[config.mk]
export PLATFORM = sky130hd
export DESIGN_NAME = lcdlvl_top
export DESIGN_NICKNAME = d
export VERILOG_FILES = /design/src/rtl/lcdlvl_pkg.sv /design/src/rtl/lcdlvl_fall_det.sv /design/src/rtl/lcdlvl_line_reg.sv /design/src/rtl/lcdlvl_col_enc.sv /design/src/rtl/lcdlvl_top.sv
export SDC_FILE = /design/constraint.sdc
export NUM_CORES = 1
export LEC_CHECK = 0
export ABC_CLOCK_PERIOD_IN_PS = 8820
export BUFFER_PORTS_ARGS = -buffer_cell sky130_fd_sc_hd__buf_4
export CAP_MARGIN = 20
export CORE_AREA = 2 2 280 282
export DETAILED_ROUTE_END_ITERATION = 12
export DIE_AREA = 0 0 282 284
export GPL_TIMING_DRIVEN = 1
export MAX_ROUTING_LAYER = met4
export PLACE_DENSITY = 0.5
export SETUP_SLACK_MARGIN = 0.3
export SLEW_MARGIN = 20
export SYNTH_ARGS = -nofsm -noshare
export SYNTH_HDL_FRONTEND = slang
export SYNTH_SLANG_ARGS = --single-unit
[constraint.sdc]
create_clock -name clk_i -period 8.82 [get_ports clk_i]
set_input_delay 1.764 -clock clk_i [delete_from_list [all_inputs] [get_ports clk_i]]
set_output_delay 1.764 -clock clk_i [all_outputs]
set_load 0.01 [all_outputs]
[src/rtl/lcdlvl_pkg.sv]
package lcdlvl_pkg;

   localparam int unsigned CODE_W = 2;

   typedef enum logic [CODE_W-1:0] {
      LVL_V0 = 2'b00,
      LVL_V2 = 2'b01,
      LVL_V3 = 2'b10,
      LVL_V5 = 2'b11
   } level_e;

   // Level choice for one column from its latched bit, polarity and enable
   function automatic level_e pick_level(input logic bit_q,
                                         input logic frame,
                                         input logic enable_n);
      level_e lvl;
      if (!enable_n)
         lvl = LVL_V5;
      else if (frame)
         lvl = bit_q ? LVL_V0 : LVL_V2;
      else
         lvl = bit_q ? LVL_V5 : LVL_V3;
      return lvl;
   endfunction

endpackage

[src/rtl/lcdlvl_fall_det.sv]
module lcdlvl_fall_det (
   input  logic clk_i,
   input  logic rst_ni,
   input  logic pulse_i,
   output logic fall_o
);

   logic pulse_q;

   always_ff @(posedge clk_i) begin
      if (!rst_ni)
         pulse_q <= 1'b0;
      else
         pulse_q <= pulse_i;
   end

   assign fall_o = pulse_q & ~pulse_i;

endmodule

[src/rtl/lcdlvl_line_reg.sv]
module lcdlvl_line_reg #(
   parameter int unsigned WIDTH = 240
) (
   input  logic             clk_i,
   input  logic             rst_ni,
   input  logic             load_i,
   input  logic [WIDTH-1:0] d_i,
   output logic [WIDTH-1:0] q_o
);

   generate
      if (WIDTH < 1) begin : g_bad_width
         $error("lcdlvl_line_reg: WIDTH must be at least 1");
      end
   endgenerate

   always_ff @(posedge clk_i) begin
      if (!rst_ni)
         q_o <= '0;
      else if (load_i)
         q_o <= d_i;
   end

endmodule

[src/rtl/lcdlvl_col_enc.sv]
module lcdlvl_col_enc
   import lcdlvl_pkg::*;
(
   input  logic              bit_i,
   input  logic              frame_i,
   input  logic              blank_ni,
   output logic [CODE_W-1:0] code_o
);

   level_e lvl;

   always_comb begin
      lvl    = pick_level(bit_i, frame_i, blank_ni);
      code_o = lvl;
   end

endmodule

[src/rtl/lcdlvl_top.sv]
module lcdlvl_top
   import lcdlvl_pkg::*;
#(
   parameter int unsigned NUM_COLS = 240
) (
   input  logic                       clk_i,
   input  logic                       rst_ni,
   input  logic                       lp_i,
   input  logic [NUM_COLS-1:0]        shadow_i,
   input  logic                       frame_i,
   input  logic                       blank_ni,
   output logic [CODE_W*NUM_COLS-1:0] level_o
);

   localparam int unsigned OUT_W = CODE_W * NUM_COLS;

   generate
      if (NUM_COLS < 1) begin : g_bad_cols
         $error("lcdlvl_top: NUM_COLS must be at least 1");
      end
      if (OUT_W != CODE_W * NUM_COLS) begin : g_bad_outw
         $error("lcdlvl_top: output width mismatch");
      end
   endgenerate

   logic                lp_fall;
   logic [NUM_COLS-1:0] line_q;

   lcdlvl_fall_det u_fall (
      .clk_i   (clk_i),
      .rst_ni  (rst_ni),
      .pulse_i (lp_i),
      .fall_o  (lp_fall)
   );

   lcdlvl_line_reg #(
      .WIDTH (NUM_COLS)
   ) u_line (
      .clk_i  (clk_i),
      .rst_ni (rst_ni),
      .load_i (lp_fall),
      .d_i    (shadow_i),
      .q_o    (line_q)
   );

   generate
      for (genvar c = 0; c < NUM_COLS; c++) begin : g_col
         lcdlvl_col_enc u_enc (
            .bit_i    (line_q[c]),
            .frame_i  (frame_i),
            .blank_ni (blank_ni),
            .code_o   (level_o[CODE_W*c +: CODE_W])
         );
      end
   endgenerate

endmodule

# Yosys cells after proc, flatten, opt, wreduce, memory -nomap -nowiden

Index checks and enable logic that the tools add are counted.

Flip-flop bits (word level): 241

Muxes and demuxes: 960
Bitwise gates (word level): 2

Operators by type and width:

| cell          | number |
|---|---|
| $mux W2       | 480 |
| $mux W1       | 480 |
| $and A1 B1 Y1 | 1 |
| $not A1 Y1    | 1 |

# Logic depth before layout (Yosys ltp)

Depth in word-level cells: 3
Depth in mapped cells: 6

# Cells and area by module

Synthesis repeated with hierarchy kept, for this count alone.

Cells, all modules: 1496
Area total of the unflattened synthesis: 13126.3 µm²

Modules (own cells, without submodules):

| module          | times used | cells an instance | area each (µm²) |
|---|---|---|---|
| lcdlvl_line_reg | 1          | 773               | 9186.3 |
| lcdlvl_col_enc  | 240        | 3                 | 16.3 |
| lcdlvl_fall_det | 1          | 3                 | 36.3 |

# Least setup slack after synthesis

OpenSTA, ideal clock, no wires.

Kind: in2out
Start point: input frame_i
End point: output level_o[101]
Arrival: 6.627 ns
Slack: 0.429 ns
Stages: 5
Buffers on the path: 4
Cells stage by stage: buf_2 -> buf_4 -> buf_6 -> nand2_1 -> buf_4

Longest elaborated chain between the ends: 2

RTL lines:

| what        | line             | text |
|---|---|---|
| from (decl) | lcdlvl_top.sv:10 | `input logic frame_i,` |
| $mux W2     | lcdlvl_pkg.sv:19 | `else if (frame)` |
| $mux W2     | lcdlvl_pkg.sv:17 | `if (!enable_n)` |
| to (decl)   | lcdlvl_top.sv:12 | `output logic [CODE_W*NUM_COLS-1:0] level_o` |

Every way passes these cells.

# Worst setup path after layout

Start point: input frame_i
End point: output level_o[32]

Same word-level chain as after synthesis.

==> results_dict.tcl <==
set metrics [dict create \
    status "finished, final reports clean" \
    max-vdd-ir-drop_v 0.000138 \
    worstSetupPathType "in2out" \
    worstMarginPinSlew_ns 1.18 \
    place.gp.congestion 0.797 \
    drc 0 \
    syn_to_final_growth_pct 35.0 \
    synth-compound-area-share_pct 0 \
    clk_pin_slew_ns 0.05 \
    r2r-start "u_fall.pulse_q$_SDFF_PN0_" \
    setup_tns_ns 0 \
    drt_iter0_drc 440 \
    synthCells 1818 \
    synth.mux.area_fraction_pct 16.3 \
    drive_gt1_share_pct 35.2 \
    htree_levels 1 \
    cpMaxStageDelayCell "buf_4" \
    end_kind "output port" \
    grt_pass1_wl_mm 71.5 \
    r2r_end "u_line.q_o[113]$_SDFFE_PN0P_" \
    synth_fa_ha_area_share_pct 0 \
    cts_inserted_buffers 31 \
    p_per_area_nw_per_um2 154 \
    worst-path-max-fanout 102 \
    yosys_register_bits 241 \
    hold_class "reg2reg" \
    synth_cell_type_count 11 \
    antenna_left 0 \
    hp-start "u_line.q_o[152]$_SDFFE_PN0P_" \
    cp-start-kind "input port" \
    antenna_found_initial 2 \
    placementRows 102 \
    final_max_slew_viol_count 0 \
    ctsLongestPathBuffers 3 \
    die_h_um 284 \
    finClkSkew_ns 0.0237 \
    hold_viol 0 \
    vias 12100 \
    synth_xor_xnor_area_share_pct 14.2 \
    grt_max_degree 227 \
    cts_tree "built" \
    dieArea_sq_um 80100 \
    max_freq_ghz 0.172 \
    dpl_cell_area_sq_um 19000 \
    yosysSeqAreaShare_pct 32.7 \
    whs_path_depth 2 \
    grt_usage_pct 11.8 \
    cpPeakStageDelay_ns 0.66 \
    rsz0062_at_grt "no" \
    coreArea_sq_um 77000 \
    slew_headroom_pct 21.4 \
    cts-root-buf "clkbuf_16" \
    postCtsHoldBufs 0 \
    final_cell_area_sq_um 19900 \
    period_needed_ns 5.82 \
    whs_ns 0.466 \
    cts_resized 0 \
    ios 725 \
    synth_top_family_by_area "buffers and inverters" \
    synthesis.nets 2063 \
    fill_cells 8558 \
    drv_cap 0 \
    routed_wl_mm 49.4 \
    nets 2457 \
    clk_latency_ns 0.59 \
    portBuffers 724 \
    grt_pass1_vias 11500 \
    place_ws_ns 2.79 \
    p_total_uw 3080 \
    die_w_um 282 \
    syn_area_sq_um 14800 \
    holdPathEnd "u_line.q_o[152]$_SDFFE_PN0P_" \
    p_leak_uw 0.00816 \
    cts_setup_buffers 0 \
    dp_hpwl_mm 35.7 \
    fin_ws_ns 3.00 \
    reg2reg_depth 4 \
    grt.overflow.total 0 \
    syn_avg_cell_area_sq_um 8.13 \
    via_per_inst 3.69 \
    drtPass1Iterations 6 \
    setup_viol 0 \
    start_util_pct 19.2 \
    cp_data_arrival_time_ns 4.06 \
    yosys_warnings 0 \
    reg2reg_slack_ns 6.26 \
    synth-simple-area-share_pct 18.4 \
    min_period_over_period_pct 66.0 \
    required_ns 7.06 \
    clock_sinks 241 \
    wl_per_cell_um 15.1 \
    cpMostUsedCell "buf_4" \
    cp_cell_sequence "buf_8 > buf_12 > buf_4 > xnor2_1 > nand2_1 > buf_4" \
]
## flip-flops by register name, summed over array words and instances, names as in the netlist
signal / count
u_fall.pulse_q: 1
u_line.q_o: 240
## per-layer routing
metal	share of wire, %	vias to the layer above	global-route usage [%]	wire, um
met5	0	-	-	0
met4	1.8	0	2.58	898
met3	7.9	57	3.17	3920
met2	49	406	20.1	24100
met1	41	5469	13.8	20500
li1	-	6167	-	-
## logic make-up (layout without fill, tap and decap cells)
family | after synthesis | count (layout)
flip-flops | 241 | 241
buffers and inverters | 374 | 789
multiplexers | 240 | 240
XOR/XNOR | 240 | 240
AND/OR/NAND/NOR | 723 | 723
other | 0 | 2
## power breakdown
part / switching, uW / internal (uW)
Sequential: 30.3 / 1130
Clock: 513 / 721
Combinational: 338 / 346
Total: 881 / 2200
## cells in the mapped netlist, drive strengths merged
master  instances  area, sq um
and2            1         6.26
buf           350         2640
clkbuf         24         90.1
dfxtp         241         4820
mux2i         240         2400
nand2         721         2710
nor2b           1         8.76
xnor2         240         2100
## critical path: cells and delay by family
kind          cells  cell delay (ns)
xor+xnor          1             0.19
buf+inv           4             1.72
simple gates      1             0.09
## cell type report
cell class	count	area (sq um)	area share, %
antenna	2	5.00	0.0251
clock buffer	47	936	4.69
clock inverter	7	42.5	0.213
multi-input combinational	1203	7240	36.3
sequential	241	4820	24.2
tap	1040	1300	6.53
timing repair buffer	735	5590	28.0
## how the worst max path moves through the flow
stage,start,endpoint,slack (ns),cells after the start
floorplan,frame_i,level_o[101],0.43,5
global placement,blank_ni,level_o[417],2.83,4
detailed placement,blank_ni,level_o[477],2.79,4
CTS,blank_ni,level_o[395],2.79,4
global route,frame_i,level_o[244],2.83,6
finish,frame_i,level_o[32],3.00,6
## layout by cell type, fill, tap and decap left out, drive strengths merged
master / n
and2: 1
buf: 734
clkbuf: 48
clkinv: 4
clkinvlp: 3
dfxtp: 241
diode: 2
mux2i: 240
nand2: 721
nor2b: 1
xnor2: 240
## through the flow
stage | util, % | instances
final | 25.9 | 3275
after global routing | 25.9 | 3275
after CTS | 25.9 | 3273
after detailed placement | 24.6 | 3219
after global placement | 24.6 | 3219
after floorplan | - | 1818
(Power assumes the default switching activity.)
